===== config.mk =====
export PLATFORM = sky130hd
export DESIGN_NAME = i2c_byte_master
export DESIGN_NICKNAME = d
export VERILOG_FILES = /design/src/rtl/i2cm_pkg.sv /design/src/rtl/i2cm_phase_tick.sv /design/src/rtl/i2cm_core.sv /design/src/rtl/i2cm_regs.sv /design/src/rtl/i2c_byte_master.sv
export SDC_FILE = /design/constraint.sdc
export NUM_CORES = 1
export LEC_CHECK = 0
export CORE_ASPECT_RATIO = 0.7
export CORE_UTILIZATION = 51
export DETAILED_ROUTE_END_ITERATION = 6
export PLACE_DENSITY = 0.85
export REMOVE_ABC_BUFFERS = 1
export SLEW_MARGIN = 20
export SYNTH_ARGS = -nofsm -noshare
export SYNTH_HDL_FRONTEND = slang
export SYNTH_SLANG_ARGS = --single-unit

===== constraint.sdc =====
create_clock -name clk -period 3.5 [get_ports clk]
set_input_delay 0.525 -clock clk [delete_from_list [all_inputs] [get_ports clk]]
set_output_delay 0.525 -clock clk [all_outputs]
set_load 0.02 [all_outputs]

===== src/rtl/i2cm_pkg.sv =====
package i2cm_pkg;
  localparam int BYTE_W = 8;
  localparam int AW     = 2;

  localparam logic [AW-1:0] REG_BUF  = 2'd0;
  localparam logic [AW-1:0] REG_CTRL = 2'd1;
  localparam logic [AW-1:0] REG_STAT = 2'd2;

  localparam int CB_GO = 0, CB_START = 1, CB_STOP = 2, CB_NAK = 3, CB_ABORT = 4, CB_IRQEN = 5;
  localparam int SB_RXF = 0, SB_ACK = 1, SB_BUSY = 2, SB_TXD = 3;

  typedef enum logic [2:0] {
    ST_IDLE, ST_START, ST_BITS, ST_ACK, ST_STOP, ST_HOLD
  } bus_state_t;
endpackage


===== src/rtl/i2cm_phase_tick.sv =====
module i2cm_phase_tick #(
  parameter int DIV = 4
) (
  input  logic clk,
  input  logic rst_n,
  input  logic run,
  output logic tick
);
  localparam int CW = (DIV > 1) ? $clog2(DIV) : 1;
  logic [CW-1:0] cnt;

  assign tick = run && (cnt == CW'(DIV - 1));

  always_ff @(posedge clk or negedge rst_n) begin
    if (!rst_n)             cnt <= '0;
    else if (!run || tick)  cnt <= '0;
    else                    cnt <= cnt + 1'b1;
  end

  generate
    if (DIV > 1) begin : g_gap
      // fixed-rate phases, ticks never back to back
      assert_tick_gap_R2: assert property (@(posedge clk) disable iff (!rst_n)
        tick |=> !tick);
    end
  endgenerate
endmodule


===== src/rtl/i2cm_core.sv =====
module i2cm_core
  import i2cm_pkg::*;
#(
  parameter int DIV = 4
) (
  input  logic              clk,
  input  logic              rst_n,
  input  logic              go,
  input  logic              start_sel,
  input  logic              stop_sel,
  input  logic              nak_sel,
  input  logic              abort,
  input  logic [BYTE_W-1:0] tx_byte,
  input  logic              sda_in,
  output logic              scl_oe,
  output logic              sda_oe,
  output logic              done,
  output logic              rx_done,
  output logic              tx_done,
  output logic              ack_bit,
  output logic [BYTE_W-1:0] rx_byte,
  output logic              abort_taken,
  output logic              busy
);
  localparam int BC_W = $clog2(BYTE_W);

  bus_state_t        st;
  logic [1:0]        phase;
  logic [BC_W-1:0]   bitn;
  logic [BYTE_W-1:0] shreg;
  logic              is_addr, rw_lat, rd_mode, byte_rx, stop_lat, nak_lat, ack_smp;
  logic              tick, run;

  assign run = (st != ST_IDLE) && (st != ST_HOLD);

  i2cm_phase_tick #(.DIV(DIV)) u_tick (
    .clk(clk), .rst_n(rst_n), .run(run), .tick(tick)
  );

  assign done        = tick && (phase == 2'd3) && (st == ST_ACK);
  assign rx_done     = done && byte_rx;
  assign tx_done     = done && !byte_rx;
  assign ack_bit     = ack_smp;
  assign rx_byte     = shreg;
  assign abort_taken = (st == ST_HOLD) && !go && abort;
  assign busy        = (st != ST_IDLE);

  always_ff @(posedge clk or negedge rst_n) begin
    if (!rst_n) begin
      st <= ST_IDLE; phase <= '0; bitn <= '0; shreg <= '0;
      is_addr <= 1'b0; rw_lat <= 1'b0; rd_mode <= 1'b0; byte_rx <= 1'b0;
      stop_lat <= 1'b0; nak_lat <= 1'b0; ack_smp <= 1'b0;
    end else begin
      case (st)
        ST_IDLE: if (go) begin
          st <= ST_START; phase <= '0; shreg <= tx_byte; rw_lat <= tx_byte[0];
          is_addr <= 1'b1; byte_rx <= 1'b0; stop_lat <= stop_sel; nak_lat <= nak_sel;
        end
        ST_HOLD: if (go) begin
          shreg <= tx_byte; phase <= '0; stop_lat <= stop_sel; nak_lat <= nak_sel;
          if (start_sel) begin
            st <= ST_START; is_addr <= 1'b1; rw_lat <= tx_byte[0]; byte_rx <= 1'b0;
          end else begin
            st <= ST_BITS; bitn <= '0; is_addr <= 1'b0; byte_rx <= rd_mode;
          end
        end else if (abort) begin
          st <= ST_STOP; phase <= '0;
        end
        default: if (tick) begin
          phase <= phase + 2'd1;
          if (phase == 2'd2) begin
            if (st == ST_BITS && byte_rx) shreg <= {shreg[BYTE_W-2:0], sda_in};
            if (st == ST_ACK)             ack_smp <= sda_in;
          end
          if (phase == 2'd3) begin
            case (st)
              ST_START: begin st <= ST_BITS; bitn <= '0; end
              ST_BITS: begin
                if (!byte_rx) shreg <= {shreg[BYTE_W-2:0], 1'b0};
                if (bitn == BC_W'(BYTE_W - 1)) st <= ST_ACK;
                else                           bitn <= bitn + 1'b1;
              end
              ST_ACK: begin
                if (is_addr) rd_mode <= rw_lat;
                st <= stop_lat ? ST_STOP : ST_HOLD;
              end
              default: st <= ST_IDLE;
            endcase
          end
        end
      endcase
    end
  end

  // Line drive per state and phase; SCL high in the middle phases of a bit
  always_comb begin
    scl_oe = 1'b0;
    sda_oe = 1'b0;
    case (st)
      ST_HOLD:  scl_oe = 1'b1;
      ST_START: begin scl_oe = (phase == 2'd0) || (phase == 2'd3); sda_oe = phase[1]; end
      ST_BITS:  begin scl_oe = (phase == 2'd0) || (phase == 2'd3); sda_oe = !byte_rx && !shreg[BYTE_W-1]; end
      ST_ACK:   begin scl_oe = (phase == 2'd0) || (phase == 2'd3); sda_oe = byte_rx && !nak_lat; end
      ST_STOP:  begin scl_oe = (phase == 2'd0); sda_oe = !phase[1]; end
      default:  ;
    endcase
  end

  logic on_bits;
  assign on_bits = (st == ST_BITS) || (st == ST_ACK);

  // data and acknowledge bits never move SDA while SCL is released
  assert_sda_stable_R2: assert property (@(posedge clk) disable iff (!rst_n)
    (on_bits && $past(on_bits) && !scl_oe && !$past(scl_oe)) |-> $stable(sda_oe));
endmodule


===== src/rtl/i2cm_regs.sv =====
module i2cm_regs
  import i2cm_pkg::*;
(
  input  logic              clk,
  input  logic              rst_n,
  input  logic              wr,
  input  logic [AW-1:0]     addr,
  input  logic [BYTE_W-1:0] wdata,
  output logic [BYTE_W-1:0] rdata,
  input  logic              done,
  input  logic              rx_done,
  input  logic              tx_done,
  input  logic              ack_bit,
  input  logic [BYTE_W-1:0] rx_byte,
  input  logic              abort_taken,
  input  logic              busy,
  output logic              go,
  output logic              start_sel,
  output logic              stop_sel,
  output logic              nak_sel,
  output logic              abort,
  output logic [BYTE_W-1:0] tx_byte,
  output logic              irq
);
  logic [BYTE_W-1:0] buf_q;
  logic              irq_en, st_rxf, st_ack, st_txd;
  logic              wr_buf, wr_ctrl, wr_stat;

  assign wr_buf  = wr && (addr == REG_BUF);
  assign wr_ctrl = wr && (addr == REG_CTRL);
  assign wr_stat = wr && (addr == REG_STAT);
  assign tx_byte = buf_q;
  assign irq     = st_rxf && irq_en;

  always_ff @(posedge clk or negedge rst_n) begin
    if (!rst_n) begin
      buf_q <= '0; go <= 1'b0; start_sel <= 1'b0; stop_sel <= 1'b0;
      nak_sel <= 1'b0; abort <= 1'b0; irq_en <= 1'b0;
      st_rxf <= 1'b0; st_ack <= 1'b0; st_txd <= 1'b0;
    end else begin
      if (wr_buf)  buf_q <= wdata;
      if (rx_done) buf_q <= rx_byte;

      if (wr_ctrl) begin
        go        <= wdata[CB_GO];
        start_sel <= wdata[CB_START];
        stop_sel  <= wdata[CB_STOP];
        nak_sel   <= wdata[CB_NAK];
        abort     <= wdata[CB_ABORT];
        irq_en    <= wdata[CB_IRQEN];
      end
      if (done)                  go    <= 1'b0;
      if (abort_taken || !busy)  abort <= 1'b0;

      if (wr_stat && wdata[SB_RXF]) st_rxf <= 1'b0;
      if (wr_stat && wdata[SB_ACK]) st_ack <= 1'b0;
      if (wr_stat && wdata[SB_TXD]) st_txd <= 1'b0;
      if (rx_done) st_rxf <= 1'b1;
      if (tx_done) begin st_ack <= ack_bit; st_txd <= 1'b1; end
    end
  end

  always_comb begin
    rdata = '0;
    case (addr)
      REG_BUF:  rdata = buf_q;
      REG_CTRL: rdata = BYTE_W'({irq_en, abort, nak_sel, stop_sel, start_sel, go});
      REG_STAT: rdata = BYTE_W'({st_txd, busy, st_ack, st_rxf});
      default:  rdata = '0;
    endcase
  end

  // a finished byte always drops the go bit
  assert_go_cleared_R4: assert property (@(posedge clk) disable iff (!rst_n)
    done |=> !go);
  // receive-full only rises after a completed receive byte
  assert_rxf_source_R5: assert property (@(posedge clk) disable iff (!rst_n)
    $rose(st_rxf) |-> $past(rx_done));
endmodule


===== src/rtl/i2c_byte_master.sv =====
module i2c_byte_master
  import i2cm_pkg::*;
#(
  parameter int DIV = 4
) (
  input  logic              clk,
  input  logic              rst_n,
  input  logic              reg_wr,
  input  logic [AW-1:0]     reg_addr,
  input  logic [BYTE_W-1:0] reg_wdata,
  output logic [BYTE_W-1:0] reg_rdata,
  output logic              irq,
  output logic              scl_oe,
  output logic              sda_oe,
  input  logic              sda_in
);
  logic go, start_sel, stop_sel, nak_sel, abort;
  logic done, rx_done, tx_done, ack_bit, abort_taken, busy;
  logic [BYTE_W-1:0] tx_byte, rx_byte;

  i2cm_regs u_regs (
    .clk(clk), .rst_n(rst_n), .wr(reg_wr), .addr(reg_addr), .wdata(reg_wdata),
    .rdata(reg_rdata), .done(done), .rx_done(rx_done), .tx_done(tx_done),
    .ack_bit(ack_bit), .rx_byte(rx_byte), .abort_taken(abort_taken), .busy(busy),
    .go(go), .start_sel(start_sel), .stop_sel(stop_sel), .nak_sel(nak_sel),
    .abort(abort), .tx_byte(tx_byte), .irq(irq)
  );

  i2cm_core #(.DIV(DIV)) u_core (
    .clk(clk), .rst_n(rst_n), .go(go), .start_sel(start_sel), .stop_sel(stop_sel),
    .nak_sel(nak_sel), .abort(abort), .tx_byte(tx_byte), .sda_in(sda_in),
    .scl_oe(scl_oe), .sda_oe(sda_oe), .done(done), .rx_done(rx_done),
    .tx_done(tx_done), .ack_bit(ack_bit), .rx_byte(rx_byte),
    .abort_taken(abort_taken), .busy(busy)
  );

  // a byte flagged with stop leaves the bus still busy for the STOP
  assert_busy_for_stop_R8: assert property (@(posedge clk) disable iff (!rst_n)
    (done && stop_sel) |=> busy);
endmodule


# Word level (Yosys, flattened, before mapping)
# Cells that the tools add are included.
word_totals:
  word_cells: 161
  ff_bits: 42
  out_inout_bits: 11
classes:
  addsub: 3
  n_reduce_logical: 56
  bitwise: 2
  mux: 58
  eq_ne: 20
ops:
  columns: ["cell", "n"]
  rows:
  - ["2-to-1 mux 8 bit", 10]
  - ["2-to-1 mux 3 bit", 11]
  - ["case mux 8 bit (3 select lines)", 1]
  - ["2-to-1 mux 1 bit", 20]
  - ["nonzero test 2 bit", 10]
  - ["logical AND 1 bit", 18]
  - ["case mux 3 bit (2 select lines)", 3]
  - ["2-to-1 mux 2 bit", 6]
  - ["nonzero test 3 bit", 4]
  - ["AND reduction 5 bit", 2]
  - ["equality test 3 bit, second input constant", 3]
  - ["case mux 3 bit (3 select lines)", 1]
  - ["equality test 2 bit, second input constant", 4]
  - ["inequality test 2 bit, second input constant", 4]
  - ["AND reduction 4 bit", 2]
  - ["logical NOT 1 bit", 7]
  - ["AND reduction 7 bit", 1]
  - ["equality test 3 x 2 -> 1 bit, second input constant", 2]
  - ["inequality test 3 bit, second input constant", 2]
  - ["case mux 1 bit (2 select lines)", 3]
  - ["AND reduction 3 bit", 2]
  - ["adder 2 x 1 -> 2 bit, second input constant", 2]
  - ["logical NOT 2 bit", 2]
  - ["inequality test 4 x 2 -> 1 bit, second input constant", 1]
  - ["other kinds (14)", 18]

# Longest topological paths before layout
# Gate-level depths: netlist of run 1.
depth:
  depth_word: 9
  depth_mapped: 7
  depth_no_buf: 6

# Hierarchy
# A second synthesis of run 1 with hierarchy kept.
hier_totals:
  cells_unflattened: 260
  area_unflattened_um2: 2516.2
modules_own_cells:
  columns: ["module", "seq_area_each_um2", "area_per_inst_um2", "n_inst", "cells_each"]
  rows:
  - ["i2cm_core", 575.6, 1506.4, 1, 162]
  - ["i2cm_regs", 425.4, 918.4, 1, 92]
  - ["i2cm_phase_tick", 50.0, 91.3, 1, 6]

# Least setup slack after synthesis of run 1
# No wires, ideal clock.
synth_path:
  kind: "register -> output"
  from: "register u_core.st[0]"
  to: "output port sda_oe"
  path_slack_ns: 1.496
  path_buffers: 1
  t_arrival_ns: 1.479
  path_stages_with_launch: 5
  path_cell_list: "dfrtp_1 -> buf_2 -> or3b_1 -> o32a_1 -> o21ai_0"
synth_via:
  elab_chain_len: 2
  elab_cells_between_ends: 5
synth_rtl:
  columns: ["element", "line", "text"]
  rows:
  - ["start: declaration", "i2cm_core.sv:27", "bus_state_t st;"]
  - ["start signal: assignment", "i2cm_core.sv:85", "st <= stop_lat ? ST_STOP : ST_HOLD;"]
  - ["equality test 3 bit, or another cell as far along", "i2cm_core.sv:99", "case (st)"]
  - ["case mux 1 bit (4 select lines) *", "i2cm_core.sv:99", null]
  - ["end: declaration", "i2c_byte_master.sv:14", "output logic sda_oe,"]
# Mark *: on every way between the ends. The rest lies on a longest branch, timed or not.

# Worst setup path in the final report of run 1
layout_path:
  from: "input port reg_addr[0]"
  to: "output port reg_rdata[1]"
layout_via:
  elab_chain_len: 2
  elab_cells_between_ends: 4
layout_rtl:
  columns: ["element", "line", "text"]
  rows:
  - ["start: declaration", "i2c_byte_master.sv:9", "input logic [AW-1:0] reg_addr,"]
  - ["equality test 2 bit, or another cell as far along", "i2cm_regs.sv:65", "case (addr)"]
  - ["case mux 8 bit (3 select lines) *", "i2cm_regs.sv:65", null]
  - ["end: declaration", "i2c_byte_master.sv:11", "output logic [BYTE_W-1:0] reg_rdata,"]
# Marked as above.

==> flow_summary.html, run 1 <==
<table>
<tr><th>Metric</th><th>Value</th></tr>
<tr><th colspan="2">STA</th></tr>
<tr><td>Normalized max-slew margin</td><td>34.37%</td></tr>
<tr><td>Setup tns final</td><td>0 ns</td></tr>
<tr><td>RSZ-0062 raised after global routing</td><td>no</td></tr>
<tr><td>Post-Route Hold Slack</td><td>0.3603 ns</td></tr>
<tr><td>Number of setup violations in the final report</td><td>0</td></tr>
<tr><td>Least-Margin Pin Slew</td><td>0.9808 ns</td></tr>
<tr><td>Final hold violations</td><td>0</td></tr>
<tr><td>F_max</td><td>0.3602 GHz</td></tr>
<tr><td>Clock period minus worst slack</td><td>2.776 ns</td></tr>
<tr><td>Worst Clk Skew</td><td>between 0.005 and 0.006 ns</td></tr>
<tr><td>Final Max Tran Viols</td><td>0</td></tr>
<tr><td>Final critical-path share of the clock period</td><td>79.31%</td></tr>
<tr><th colspan="2">Worst setup path</th></tr>
<tr><td>Worst path bufs/invs</td><td>2</td></tr>
<tr><td>Category of cells accounting for the largest share of critical-path delay</td><td>buffers and inverters</td></tr>
<tr><td>Worst path most repeated cell</td><td>sky130_fd_sc_hd__clkdlybuf4s50_1</td></tr>
<tr><td>Worst-path maximum fanout</td><td>7</td></tr>
<tr><td>Critical R2R Capture</td><td>u_regs.tx_byte[3]</td></tr>
<tr><td>Critical path capture point type</td><td>primary output</td></tr>
<tr><td>Startpoint-to-endpoint class of the critical path</td><td>in2out</td></tr>
<tr><td>Worst reg2reg path depth</td><td>4</td></tr>
<tr><td>Cells traversed along the worst timing path</td><td>clkdlybuf4s50_1 &gt; nor2b_1 &gt; nand2_1 &gt; o21ai_0 &gt; clkdlybuf4s50_1</td></tr>
<tr><td>Start point of the critical path</td><td>reg_addr[0]</td></tr>
<tr><td>Largest stage delay on the critical path</td><td>between 0.6 and 0.7 ns</td></tr>
<tr><td>Data required time of the critical path</td><td>2.97 ns</td></tr>
<tr><td>Worst Setup Start Kind</td><td>input pin</td></tr>
<tr><td>Signal arrival time at the worst endpoint</td><td>2.25 ns</td></tr>
<tr><td>Reg-to-reg slack, setup</td><td>1.34 ns</td></tr>
<tr><td>Cell with the largest stage delay on the worst path</td><td>sky130_fd_sc_hd__clkdlybuf4s50_1</td></tr>
<tr><td>Source of the worst register-to-register timing path</td><td>u_core.phase[1]</td></tr>
<tr><th colspan="2">CTS</th></tr>
<tr><td>Number of gates given a new drive strength after cts</td><td>0</td></tr>
<tr><td>H-tree levels</td><td>2</td></tr>
<tr><td>Number of hold buffers added after cts</td><td>0</td></tr>
<tr><td>Clock-pin slew reported for the worst setup and hold paths after clock tree synthesis</td><td>0.08 ns</td></tr>
<tr><td>Root buf cell</td><td>sky130_fd_sc_hd__clkbuf_8</td></tr>
<tr><td>Total clock buffers created by CTS</td><td>5</td></tr>
<tr><td>Setup fix buffers added after clock tree synthesis</td><td>0</td></tr>
<tr><td>Maximum clock path buffer count</td><td>2</td></tr>
<tr><td>Clock Sinks</td><td>42</td></tr>
<tr><td>CTS tree</td><td>done</td></tr>
<tr><td>Clock insertion delay at the later pin of the skew report</td><td>about 0.3 ns</td></tr>
<tr><th colspan="2">Power and ir drop</th></tr>
<tr><td>Design Power</td><td>1979 µW</td></tr>
<tr><td>Maximum vdd drop</td><td>0.0004256 V</td></tr>
<tr><td>Net switching power figure</td><td>around 770 µW</td></tr>
<tr><td>Total internal power</td><td>1212 µW</td></tr>
<tr><td>Leak</td><td>0.001140 µW</td></tr>
<tr><td>Switching Share</td><td>between 30% and 40%</td></tr>
<tr><td>Part of the total power dissipated in the clock network</td><td>19.4%</td></tr>
<tr><td>Proportion of power drawn by flip-flops and latches</td><td>38.4%</td></tr>
<tr><td>PD cells</td><td>718.3 mW/mm²</td></tr>
<tr><td>Power share of the combinational group</td><td>42.2%</td></tr>
<tr><th colspan="2">GRT</th></tr>
<tr><td>Vias in the first global route</td><td>1,751</td></tr>
<tr><td>Wire length of the first global-routing pass</td><td>between 8000 and 9000 µm</td></tr>
<tr><td>Number of antenna violations at the first check in global routing</td><td>0</td></tr>
<tr><td>Total global routing track utilization</td><td>about a quarter</td></tr>
<tr><td>Remaining Overflow, GRT</td><td>0</td></tr>
<tr><td>Pin count of the biggest net entering global routing</td><td>43</td></tr>
<tr><th colspan="2">Floorplanning</th></tr>
<tr><td>Die Y-Extent</td><td>58.96 µm</td></tr>
<tr><td>Effective utilization at floorplan</td><td>53.66%</td></tr>
<tr><td>Core ar.</td><td>0.004404 mm²</td></tr>
<tr><td>Horizontal die dimension</td><td>approximately 83 µm</td></tr>
<tr><td>Boundary Pins</td><td>25</td></tr>
<tr><td>Die Footprint</td><td>0.004915 mm²</td></tr>
<tr><td>Rows</td><td>20</td></tr>
<tr><th colspan="2">Placement</th></tr>
<tr><td>Input/output buffers</td><td>24</td></tr>
<tr><td>Gp weighted congestion</td><td>0.8480</td></tr>
<tr><td>Sum of net half-perimeters after detailed placement</td><td>3975 µm</td></tr>
<tr><th colspan="2">Routing</th></tr>
<tr><td>Routed wirelength normalized by instance count</td><td>16.91 µm</td></tr>
<tr><td>Final antenna-violating net count</td><td>0</td></tr>
<tr><td>Post-Route WL</td><td>5376 µm</td></tr>
<tr><td>Via count normalized by instance count</td><td>6.170</td></tr>
<tr><td>Via count</td><td>~2,000</td></tr>
<tr><td>Number of design-rule violations left by the first detailed-router iteration</td><td>150</td></tr>
<tr><td>Drt first pass iters</td><td>4</td></tr>
<tr><td>Count of unresolved DRC violations after routing</td><td>0</td></tr>
<tr><th colspan="2">Cells and area</th></tr>
<tr><td>Layout Area Growth over Synthesis</td><td>16.57%</td></tr>
<tr><td>Ratio of cells with drive above 1 in the final layout</td><td>roughly 11%</td></tr>
<tr><td>Fillcell total</td><td>348</td></tr>
<tr><td>Antenna cell count</td><td>0</td></tr>
<tr><td>Net total in the final layout</td><td>282</td></tr>
<tr><th colspan="2">Outcome</th></tr>
<tr><td>Status</td><td>complete, no violations</td></tr>
<tr><th colspan="2">Synth</th></tr>
<tr><td>Gate count after technology mapping</td><td>240</td></tr>
<tr><td>Top-area cell type share of the netlist area</td><td>44.47%</td></tr>
<tr><td>Share of synthesized area occupied by flip-flops and latches</td><td>44.47%</td></tr>
<tr><td>Async set or reset register ratio after synthesis</td><td>100.0%</td></tr>
<tr><td>Syn Area/Cell</td><td>9.848 µm²</td></tr>
<tr><td>Cell types with the largest area share after synthesis</td><td>sky130_fd_sc_hd__dfrtp_1 44%, sky130_fd_sc_hd__mux2i_1 6.4%, sky130_fd_sc_hd__mux2_2 4.8%</td></tr>
<tr><td>Post-synth top area cell</td><td>sky130_fd_sc_hd__dfrtp_1</td></tr>
<tr><td>EDFF count, synth</td><td>0</td></tr>
<tr><td>Main flop type after synthesis</td><td>sky130_fd_sc_hd__dfrtp_1</td></tr>
<tr><td>Count of synthesis-stage warnings from yosys</td><td>0</td></tr>
<tr><td>Number of flip-flops and latches in the synthesized netlist</td><td>42</td></tr>
<tr><td>Cell area after technology mapping</td><td>0.002364 mm²</td></tr>
<tr><td>Number of different library cells in the post-synthesis netlist</td><td>between 40 and 50</td></tr>
<tr><th colspan="2">Run</th></tr>
<tr><td>Maximum capacitance violations</td><td>0</td></tr>
<tr><th colspan="2">Worst hold path</th></tr>
<tr><td>Worst hold path type</td><td>in2async</td></tr>
</table>
## through the flow
stage	instance area [µm²]	utilization [%]	setup slack [ns]	std cells
floorplan	2296	-	1.443	225
global placement	2645	60.06	0.7373	310
detailed placement	2645	60.06	0.7366	310
CTS	2755	62.56	0.7273	318
global route	2755	62.56	0.5796	318
finish	2755	62.56	0.7241	318
## worst max path at each step
| stage | end | slack [ns] | depth (start not counted) |
|---|---|---|---|
| final | reg_rdata[1] | 0.72 | 5 |
| after global routing | reg_rdata[2] | 0.58 | 5 |
| after CTS | reg_rdata[1] | 0.73 | 5 |
| after global placement | reg_rdata[1] | 0.74 | 5 |
| after floorplan | sda_oe | 1.44 | 3 |
| after detailed placement | reg_rdata[1] | 0.74 | 5 |
## area by class of cell
type	count	area, µm²	share of cell area, %
repair buffers	30	280.3	10.17
well taps	55	68.82	2.498
multi-input cells	175	1212	44.01
clock inverters	2	37.54	1.362
clock buffers	6	72.57	2.634
flip-flops and latches	42	1051	38.15
inverters	8	32.53	1.181
## layer usage
metal / track usage [%] / vias up / part of all wire (%)
met5: 0 / - / 0
met4: 8.374 / 0 / 0.93
met3: 4.769 / 7 / 7.5
met2: 33.49 / 74 / 43
met1: 35.63 / 962 / 49
li1: - / 919 / -
## cells in the final DEF (no fill, tap or decap), types with 9 or more instances in the layout
master / instances
sky130_fd_sc_hd__mux2_2: 10
sky130_fd_sc_hd__nor2_1: 14
sky130_fd_sc_hd__o2bb2ai_1: 9
sky130_fd_sc_hd__dfrtp_1: 42
sky130_fd_sc_hd__mux2i_1: 15
sky130_fd_sc_hd__a22oi_1: 9
sky130_fd_sc_hd__o21ai_0: 20
sky130_fd_sc_hd__clkdlybuf4s50_1: 23
sky130_fd_sc_hd__nand2_1: 27
## cell usage after synthesis, types with 2 or more instances
master and count:
sky130_fd_sc_hd__a21o_1 3, sky130_fd_sc_hd__a21oi_1 7, sky130_fd_sc_hd__a22oi_1 9, sky130_fd_sc_hd__a31oi_1 2, sky130_fd_sc_hd__and2_1 3, sky130_fd_sc_hd__buf_2 6, sky130_fd_sc_hd__clkbuf_1 7, sky130_fd_sc_hd__dfrtp_1 42
sky130_fd_sc_hd__ha_1 6, sky130_fd_sc_hd__inv_1 7, sky130_fd_sc_hd__mux2_1 2, sky130_fd_sc_hd__mux2_2 10, sky130_fd_sc_hd__mux2i_1 15, sky130_fd_sc_hd__nand2_1 27, sky130_fd_sc_hd__nand2b_1 2, sky130_fd_sc_hd__nand3_1 4
sky130_fd_sc_hd__nand4b_1 2, sky130_fd_sc_hd__nor2_1 14, sky130_fd_sc_hd__nor2b_1 4, sky130_fd_sc_hd__nor3_1 4, sky130_fd_sc_hd__nor3b_1 4, sky130_fd_sc_hd__o21ai_0 20, sky130_fd_sc_hd__o21ai_1 3, sky130_fd_sc_hd__o22ai_1 2
sky130_fd_sc_hd__o2bb2ai_1 9, sky130_fd_sc_hd__o31ai_1 2, sky130_fd_sc_hd__or2_1 2
## power groups by stage
stage	registers [µW]	clock network (µW)	logic [µW]
CTS	758	389	828
floorplan	778	0	529
global placement	760	0	800
finish	760	384	835
global route	778	402	912
detailed placement	766	0	824
## cell families after synthesis
group	share of synthesized area, %
compound gates	19.27
xor+xnor	0.7413
fa+ha+maj	3.176
buf+inv	4.236
flops	44.47
mux	12.70
simple gates	15.41
## state kept, by name (all words and copies together), names as in the netlist
signal / flops
u_regs.st_ack: 1
u_core.st: 3
u_regs.start_sel: 1
u_regs.irq_en: 1
u_regs.st_txd: 1
u_regs.abort: 1
u_core.ack_bit: 1
u_regs.st_rxf: 1
u_core.u_tick.cnt: 2
u_core.phase: 2
u_core.rd_mode: 1
u_regs.tx_byte: 8
u_regs.go: 1
u_core.rw_lat: 1
u_core.byte_rx: 1
u_core.stop_lat: 1
u_regs.stop_sel: 1
u_regs.nak_sel: 1
u_core.rx_byte: 8
u_core.bitn: 3
u_core.nak_lat: 1
u_core.is_addr: 1
(Power assumes the default switching activity.)
==> run 2, diff against run 1 <==
--- a/config.mk
+++ b/config.mk
@@ -8,7 +8,7 @@
 export CORE_ASPECT_RATIO = 0.7
 export CORE_UTILIZATION = 51
 export DETAILED_ROUTE_END_ITERATION = 6
-export PLACE_DENSITY = 0.85
+export PLACE_DENSITY = 0.88
 export REMOVE_ABC_BUFFERS = 1
 export SLEW_MARGIN = 20
 export SYNTH_ARGS = -nofsm -noshare
==> constraint.sdc (replaced) <==
create_clock -name clk -period 2.5 [get_ports clk]
set_input_delay 0.375 -clock clk [delete_from_list [all_inputs] [get_ports clk]]
set_output_delay 0.375 -clock clk [all_outputs]
set_load 0.02 [all_outputs]
==> run 2 against run 1 <==
Against the previous run:
- global-route usage grew 1.7 points
- die area is the same
- via count grew 2.3%
- non-clock buffer count grew 7
- worst hold slack lost 0.14 ns
- highest routed layer unchanged
- sequential power grew 41%
==> flow_summary.html, run 2 (synthesized netlist as in run 1, its figures left out) <==
<table>
<tr><th>Metric</th><th>Value</th></tr>
<tr><th colspan="2">Outcome</th></tr>
<tr><td>Status</td><td>complete, no violations</td></tr>
<tr><th colspan="2">Cells and area</th></tr>
<tr><td>Most common cell after layout, fill and taps aside</td><td>sky130_fd_sc_hd__dfrtp_1</td></tr>
<tr><td>Fillcell total</td><td>360</td></tr>
<tr><td>Antenna cell count</td><td>0</td></tr>
<tr><td>Layout Area Growth over Synthesis</td><td>18.74%</td></tr>
<tr><td>Final cell count without fillers</td><td>325</td></tr>
<tr><td>Net total in the final layout</td><td>289</td></tr>
<tr><td>Ratio of cells with drive above 1 in the final layout</td><td>14.07%</td></tr>
<tr><td>Final core utilization</td><td>63.72%</td></tr>
<tr><td>Commonest non-fill, non-tap cells in the layout</td><td>42 x sky130_fd_sc_hd__dfrtp_1, 27 x sky130_fd_sc_hd__nand2_1, 20 x sky130_fd_sc_hd__o21ai_0, 17 x sky130_fd_sc_hd__clkdlybuf4s50_1, 15 x sky130_fd_sc_hd__mux2i_1</td></tr>
<tr><th colspan="2">Routing</th></tr>
<tr><td>Via count</td><td>2,008</td></tr>
<tr><td>Via count normalized by instance count</td><td>6.178</td></tr>
<tr><td>Routed wirelength normalized by instance count</td><td>17.82 µm</td></tr>
<tr><td>Post-Route WL</td><td>about 5800 µm</td></tr>
<tr><td>Final antenna-violating net count</td><td>0</td></tr>
<tr><td>Number of design-rule violations left by the first detailed-router iteration</td><td>~290</td></tr>
<tr><td>Count of unresolved DRC violations after routing</td><td>0</td></tr>
<tr><td>Drt first pass iters</td><td>5</td></tr>
<tr><th colspan="2">GRT</th></tr>
<tr><td>Total global routing track utilization</td><td>25.31%</td></tr>
<tr><td>Remaining Overflow, GRT</td><td>0</td></tr>
<tr><td>Number of antenna violations at the first check in global routing</td><td>0</td></tr>
<tr><td>Wire length of the first global-routing pass</td><td>9556 µm</td></tr>
<tr><td>Vias in the first global route</td><td>a little under 2,000</td></tr>
<tr><td>Pin count of the biggest net entering global routing</td><td>43</td></tr>
<tr><th colspan="2">Power and ir drop</th></tr>
<tr><td>Switching Share</td><td>40.50%</td></tr>
<tr><td>Proportion of power drawn by flip-flops and latches</td><td>39.2%</td></tr>
<tr><td>Power share of the combinational group</td><td>43.7%</td></tr>
<tr><td>Leak</td><td>0.001238 µW</td></tr>
<tr><td>PD cells</td><td>976.1 mW/mm²</td></tr>
<tr><td>Total internal power</td><td>~1600 µW</td></tr>
<tr><td>Part of the total power dissipated in the clock network</td><td>17.1%</td></tr>
<tr><td>Net switching power figure</td><td>1109 µW</td></tr>
<tr><td>Design Power</td><td>2739 µW</td></tr>
<tr><td>Maximum vdd drop</td><td>between 0.0005 and 0.0006 V</td></tr>
<tr><th colspan="2">Run</th></tr>
<tr><td>Maximum capacitance violations</td><td>0</td></tr>
<tr><th colspan="2">STA</th></tr>
<tr><td>Worst Clk Skew</td><td>approximately 0.0075 ns</td></tr>
<tr><td>Final Max Tran Viols</td><td>0</td></tr>
<tr><td>F_max</td><td>0.4431 GHz</td></tr>
<tr><td>RSZ-0062 raised after global routing</td><td>no</td></tr>
<tr><td>Clock period minus worst slack</td><td>2.257 ns</td></tr>
<tr><td>Normalized max-slew margin</td><td>36.71%</td></tr>
<tr><td>Least-Margin Pin Slew</td><td>about 0.95 ns</td></tr>
<tr><td>Final hold violations</td><td>0</td></tr>
<tr><td>Post-Route Hold Slack</td><td>approximately 0.22 ns</td></tr>
<tr><td>Number of setup violations in the final report</td><td>0</td></tr>
<tr><td>Setup tns final</td><td>0 ns</td></tr>
<tr><td>Final critical-path share of the clock period</td><td>90.27%</td></tr>
<tr><th colspan="2">CTS</th></tr>
<tr><td>Root buf cell</td><td>sky130_fd_sc_hd__clkbuf_8</td></tr>
<tr><td>CTS tree</td><td>done</td></tr>
<tr><td>Maximum clock path buffer count</td><td>2</td></tr>
<tr><td>H-tree levels</td><td>2</td></tr>
<tr><td>Clock Sinks</td><td>42</td></tr>
<tr><td>Total clock buffers created by CTS</td><td>5</td></tr>
<tr><td>Clock-pin slew reported for the worst setup and hold paths after clock tree synthesis</td><td>about 0.09 ns</td></tr>
<tr><td>Clock insertion delay at the later pin of the skew report</td><td>0.30 ns</td></tr>
<tr><th colspan="2">Floorplanning</th></tr>
<tr><td>Die Footprint</td><td>just under 0.005 mm²</td></tr>
<tr><td>Effective utilization at floorplan</td><td>53.66%</td></tr>
<tr><td>Boundary Pins</td><td>25</td></tr>
<tr><td>Die Y-Extent</td><td>about 59 µm</td></tr>
<tr><td>Horizontal die dimension</td><td>83.37 µm</td></tr>
<tr><td>Core ar.</td><td>0.004404 mm²</td></tr>
<tr><td>Rows</td><td>20</td></tr>
<tr><th colspan="2">Worst setup path</th></tr>
<tr><td>Largest stage delay on the critical path</td><td>approximately 0.43 ns</td></tr>
<tr><td>Startpoint-to-endpoint class of the critical path</td><td>reg2out</td></tr>
<tr><td>Category of cells accounting for the largest share of critical-path delay</td><td>simple AND/OR/NAND/NOR gates</td></tr>
<tr><td>Signal arrival time at the worst endpoint</td><td>1.88 ns</td></tr>
<tr><td>Data required time of the critical path</td><td>2.12 ns</td></tr>
<tr><td>Reg-to-reg slack, setup</td><td>0.36 ns</td></tr>
<tr><td>Worst path bufs/invs</td><td>1</td></tr>
<tr><td>Worst Setup Start Kind</td><td>flop</td></tr>
<tr><td>Cell with the largest stage delay on the worst path</td><td>sky130_fd_sc_hd__or3b_1</td></tr>
<tr><td>Critical path capture point type</td><td>primary output</td></tr>
<tr><td>Cells traversed along the worst timing path</td><td>or3b_1 &gt; o32a_1 &gt; o21ai_0 &gt; dlygate4sd2_1</td></tr>
<tr><td>Worst-path maximum fanout</td><td>2</td></tr>
<tr><th colspan="2">Placement</th></tr>
<tr><td>Gp weighted congestion</td><td>0.8650</td></tr>
<tr><td>Input/output buffers</td><td>24</td></tr>
<tr><td>Number of instances in the placed design</td><td>317</td></tr>
<tr><td>Sum of net half-perimeters after detailed placement</td><td>4306 µm</td></tr>
<tr><th colspan="2">Worst hold path</th></tr>
<tr><td>Worst hold path type</td><td>in2async</td></tr>
</table>
run 2: cell type report:
cell class              count  area, µm²  share of cell area, %
repair buffers             37      344.1                  12.26
well taps                  55      68.82                  2.452
multi-input cells         175       1215                  43.29
clock buffers               6      82.58                  2.942
flip-flops and latches     42       1051                  37.45
clock inverters             2      12.51                 0.4458
inverters                   8      32.53                  1.159
run 2: routing by layer:
metal / vias to the layer above / wire length (µm) / track usage [%] / part of all wire, %
li1: 928 / - / - / -
met1: 984 / 2692 / 36.43 / 46
met2: 84 / 2594 / 39.81 / 45
met3: 12 / 435 / 4.909 / 7.5
met4: 0 / 69 / 6.404 / 1.2
met5: - / 0 / 0 / 0
run 2: path summary, 6_finish.rpt:
kind | startpoint | endpoint | cells after the start
min in group clk | u_core.u_tick.cnt[0] | u_core.u_tick.cnt[0] | 1
max in group asynchronous | rst_n | u_core.rx_byte[1] | 1
max reg2reg | u_core.st[0] | u_core.st[0] | 5
min reg2reg | u_core.u_tick.cnt[0] | u_core.u_tick.cnt[0] | 1
min | rst_n | u_regs.go | 1
max | u_core.st[0] | sda_oe | 4
run 2: what timing repair did:
item | 4_1_cts | 5_1_grt
setup buffers | 0 | 0
hold buffers | 0 | 0
endpoints found under the setup margin | 1 | 5
gates resized for setup | 1 | 6
run 2: metrics by stage:
step | cell area (µm²) | worst slack, ns
6_report | 2806 | 0.2434
5_1_grt | 2806 | 0.1693
4_1_cts | 2791 | 0.03233
3_5_place_dp | 2698 | 0.07275
3_3_place_gp | 2698 | 0.1044
2_1_floorplan | 2296 | 0.5168
run 2: power groups by stage:
stage               sequential [µW]  combinational (µW)  clock (µW)
floorplan                      1090                 740           0
global placement               1070                1130           0
detailed placement             1080                1190           0
CTS                            1070                1180         467
global route                   1100                1300         499
finish                         1070                1200         468
==> run 3, diff against run 2 <==
--- a/config.mk
+++ b/config.mk
@@ -6,9 +6,10 @@
 export NUM_CORES = 1
 export LEC_CHECK = 0
 export CORE_ASPECT_RATIO = 0.7
-export CORE_UTILIZATION = 51
+export CORE_UTILIZATION = 40
 export DETAILED_ROUTE_END_ITERATION = 6
-export PLACE_DENSITY = 0.88
+export MAX_ROUTING_LAYER = met4
+export PLACE_DENSITY = 0.74
 export REMOVE_ABC_BUFFERS = 1
 export SLEW_MARGIN = 20
 export SYNTH_ARGS = -nofsm -noshare
==> run 3 against run 2 <==
Against the previous run:
- worst hold slack lost 0.010 ns
- clock skew about the same
- fmax shrank 6.8%
- total power is essentially flat
- largest cell class unchanged
- highest routed layer unchanged
==> flow_summary.html, run 3 (synthesized netlist as in run 1, its figures left out) <==
<table>
<tr><th>Metric</th><th>Value</th></tr>
<tr><th colspan="2">Floorplanning</th></tr>
<tr><td>Horizontal die dimension</td><td>between 90 and 100 µm</td></tr>
<tr><td>Effective utilization at floorplan</td><td>41.48%</td></tr>
<tr><td>Rows</td><td>23</td></tr>
<tr><td>Boundary Pins</td><td>25</td></tr>
<tr><td>Die Footprint</td><td>just over 0.006 mm²</td></tr>
<tr><td>Core ar.</td><td>about 0.0057 mm²</td></tr>
<tr><td>Die Y-Extent</td><td>66.31 µm</td></tr>
<tr><th colspan="2">Routing</th></tr>
<tr><td>Post-Route WL</td><td>around 5800 µm</td></tr>
<tr><td>Drt first pass iters</td><td>4</td></tr>
<tr><td>Final antenna-violating net count</td><td>0</td></tr>
<tr><td>Count of unresolved DRC violations after routing</td><td>0</td></tr>
<tr><td>Via count normalized by instance count</td><td>5.666</td></tr>
<tr><td>Routed wirelength normalized by instance count</td><td>16.66 µm</td></tr>
<tr><td>Via count</td><td>1,966</td></tr>
<tr><td>Number of design-rule violations left by the first detailed-router iteration</td><td>~150</td></tr>
<tr><th colspan="2">Cells and area</th></tr>
<tr><td>Net total in the final layout</td><td>291</td></tr>
<tr><td>Ratio of cells with drive above 1 in the final layout</td><td>14.71%</td></tr>
<tr><td>Antenna cell count</td><td>0</td></tr>
<tr><td>Commonest non-fill, non-tap cells in the layout</td><td>42 x sky130_fd_sc_hd__dfrtp_1, 27 x sky130_fd_sc_hd__nand2_1, 20 x sky130_fd_sc_hd__o21ai_0, 18 x sky130_fd_sc_hd__clkdlybuf4s50_1</td></tr>
<tr><td>Final core utilization</td><td>49.76%</td></tr>
<tr><td>Most common cell after layout, fill and taps aside</td><td>sky130_fd_sc_hd__dfrtp_1</td></tr>
<tr><td>Layout Area Growth over Synthesis</td><td>19.96%</td></tr>
<tr><th colspan="2">STA</th></tr>
<tr><td>Number of setup violations in the final report</td><td>0</td></tr>
<tr><td>Setup tns final</td><td>0 ns</td></tr>
<tr><td>Post-Route Hold Slack</td><td>about 0.21 ns</td></tr>
<tr><td>F_max</td><td>just over 0.4 GHz</td></tr>
<tr><td>Final hold violations</td><td>0</td></tr>
<tr><td>Final Max Tran Viols</td><td>0</td></tr>
<tr><td>Final critical-path share of the clock period</td><td>96.88%</td></tr>
<tr><td>Worst Clk Skew</td><td>0.007937 ns</td></tr>
<tr><td>Clock period minus worst slack</td><td>approximately 2.4 ns</td></tr>
<tr><td>RSZ-0062 raised after global routing</td><td>no</td></tr>
<tr><td>Normalized max-slew margin</td><td>35.75%</td></tr>
<tr><td>Least-Margin Pin Slew</td><td>0.9638 ns</td></tr>
<tr><th colspan="2">CTS</th></tr>
<tr><td>Total clock buffers created by CTS</td><td>5</td></tr>
<tr><td>Clock Sinks</td><td>42</td></tr>
<tr><td>Clock insertion delay at the later pin of the skew report</td><td>0.32 ns</td></tr>
<tr><td>Number of hold buffers added after cts</td><td>0</td></tr>
<tr><td>CTS tree</td><td>done</td></tr>
<tr><td>Root buf cell</td><td>sky130_fd_sc_hd__clkbuf_8</td></tr>
<tr><td>Maximum clock path buffer count</td><td>2</td></tr>
<tr><td>Clock-pin slew reported for the worst setup and hold paths after clock tree synthesis</td><td>0.09 ns</td></tr>
<tr><td>H-tree levels</td><td>2</td></tr>
<tr><th colspan="2">Worst setup path</th></tr>
<tr><td>Largest stage delay on the critical path</td><td>0.63 ns</td></tr>
<tr><td>Data required time of the critical path</td><td>about 2.1 ns</td></tr>
<tr><td>Critical path capture point type</td><td>primary output</td></tr>
<tr><td>Worst Setup Start Kind</td><td>input pin</td></tr>
<tr><td>Worst path most repeated cell</td><td>sky130_fd_sc_hd__clkdlybuf4s50_1</td></tr>
<tr><td>Startpoint-to-endpoint class of the critical path</td><td>in2out</td></tr>
<tr><td>Cell with the largest stage delay on the worst path</td><td>sky130_fd_sc_hd__clkdlybuf4s50_1</td></tr>
<tr><td>Signal arrival time at the worst endpoint</td><td>roughly 2 ns</td></tr>
<tr><td>Reg-to-reg slack, setup</td><td>0.46 ns</td></tr>
<tr><td>Cells traversed along the worst timing path</td><td>clkdlybuf4s50_1 &gt; buf_4 &gt; mux2i_1 &gt; o21ai_0 &gt; clkdlybuf4s50_1</td></tr>
<tr><td>Worst-path maximum fanout</td><td>5</td></tr>
<tr><td>Source of the worst register-to-register timing path</td><td>u_core.bitn[0]</td></tr>
<tr><td>Critical R2R Capture</td><td>u_core.bitn[0]</td></tr>
<tr><td>Worst reg2reg path depth</td><td>5</td></tr>
<tr><th colspan="2">Power and ir drop</th></tr>
<tr><td>Proportion of power drawn by flip-flops and latches</td><td>39.2%</td></tr>
<tr><td>Net switching power figure</td><td>1119 µW</td></tr>
<tr><td>Design Power</td><td>between 2000 and 3000 µW</td></tr>
<tr><td>Maximum vdd drop</td><td>roughly 0.00031 V</td></tr>
<tr><td>Leak</td><td>0.001223 µW</td></tr>
<tr><td>Part of the total power dissipated in the clock network</td><td>17.1%</td></tr>
<tr><td>Switching Share</td><td>approximately two fifths</td></tr>
<tr><td>Power share of the combinational group</td><td>43.7%</td></tr>
<tr><td>Total internal power</td><td>roughly 1600 µW</td></tr>
<tr><td>PD cells</td><td>966.0 mW/mm²</td></tr>
<tr><th colspan="2">Run</th></tr>
<tr><td>Maximum capacitance violations</td><td>0</td></tr>
<tr><th colspan="2">GRT</th></tr>
<tr><td>Total global routing track utilization</td><td>21.31%</td></tr>
<tr><td>Number of antenna violations at the first check in global routing</td><td>0</td></tr>
<tr><td>Wire length of the first global-routing pass</td><td>9522 µm</td></tr>
<tr><td>Remaining Overflow, GRT</td><td>0</td></tr>
<tr><td>Pin count of the biggest net entering global routing</td><td>43</td></tr>
<tr><td>Vias in the first global route</td><td>1,852</td></tr>
<tr><th colspan="2">Placement</th></tr>
<tr><td>Sum of net half-perimeters after detailed placement</td><td>4172 µm</td></tr>
<tr><td>Input/output buffers</td><td>24</td></tr>
<tr><td>Gp weighted congestion</td><td>0.8518</td></tr>
<tr><th colspan="2">Outcome</th></tr>
<tr><td>Status</td><td>complete, no violations</td></tr>
<tr><th colspan="2">Worst hold path</th></tr>
<tr><td>Worst hold path type</td><td>in2async</td></tr>
</table>
==> run 3: cell types whose count changed in the layout (fill, tap and decap cells not counted) <==
cell / delta
sky130_fd_sc_hd__dlygate4sd2_1: +1
sky130_fd_sc_hd__clkdlybuf4s50_1: +1
sky130_fd_sc_hd__buf_4: +2
sky130_fd_sc_hd__dlymetal6s2s_1: -2
sky130_fd_sc_hd__clkbuf_8: -1
sky130_fd_sc_hd__clkinv_4: +1
==> run 3: layer usage <==
layer | up-vias | wire length [µm] | track usage (%)
li1 | 936 | - | -
met1 | 975 | 3038 | 31.34
met2 | 47 | 2346 | 28.19
met3 | 8 | 335 | 6.207
met4 | 0 | 60 | 5.192
met5 | - | 0 | -
==> run 3: what timing repair did <==
action / 4_1_cts / 5_1_grt
setup buffers: 0 / 0
setup endpoints to repair: 2 / 3
gates resized for setup: 2 / 4
cloned: 0 / 0
==> run 3: worst max path at each step <==
stage / start / end / slack, ns / depth (start not counted)
6_report: reg_addr[1] / reg_rdata[1] / 0.08 / 5
5_1_grt: reg_addr[1] / reg_rdata[1] / 0.0008 / 6
4_1_cts: u_core.st[0] / reg_rdata[2] / 0.02 / 5
3_5_place_dp: reg_addr[1] / reg_rdata[2] / 0.08 / 6
3_3_place_gp: reg_addr[1] / reg_rdata[1] / 0.07 / 5
2_1_floorplan: u_core.st[1] / u_core.bitn[0] / 0.52 / 4
==> run 3: metrics by stage <==
stage / setup slack, ns / instances / area (µm²)
2_1_floorplan: 0.5168 / 225 / 2296
3_3_place_gp: 0.06801 / 339 / 2738
3_5_place_dp: 0.08091 / 339 / 2738
4_1_cts: 0.02496 / 347 / 2825
5_1_grt: 0.0008364 / 347 / 2835
6_report: 0.07804 / 347 / 2835
==> run 3: critical path, delay by kind of cell <==
| kind | cells | cell delay [ns] |
|---|---|---|
| buffers and inverters | 3 | 1.43 |
| muxes | 1 | 0.07 |
| AOI/OAI and AO/OA | 1 | 0.17 |
==> run 3: final cells by class <==
type	instances	area [µm²]
sequential	42	1051
clock inverter	3	21.27
multi-input combinational	175	1215
tap	75	93.84
fill	534	2863
timing repair buffer	39	352.8
inverter	8	32.53
clock buffer	5	68.82
==> run 3: power groups by stage <==
stage          Sequential [µW]  Clock (µW)  Combinational [µW]
4_1_cts                   1070         472                1190
6_report                  1070         467                1200
3_5_place_dp              1080           0                1200
2_1_floorplan             1090           0                 740
5_1_grt                   1090         496                1330
3_3_place_gp              1080           0                1170
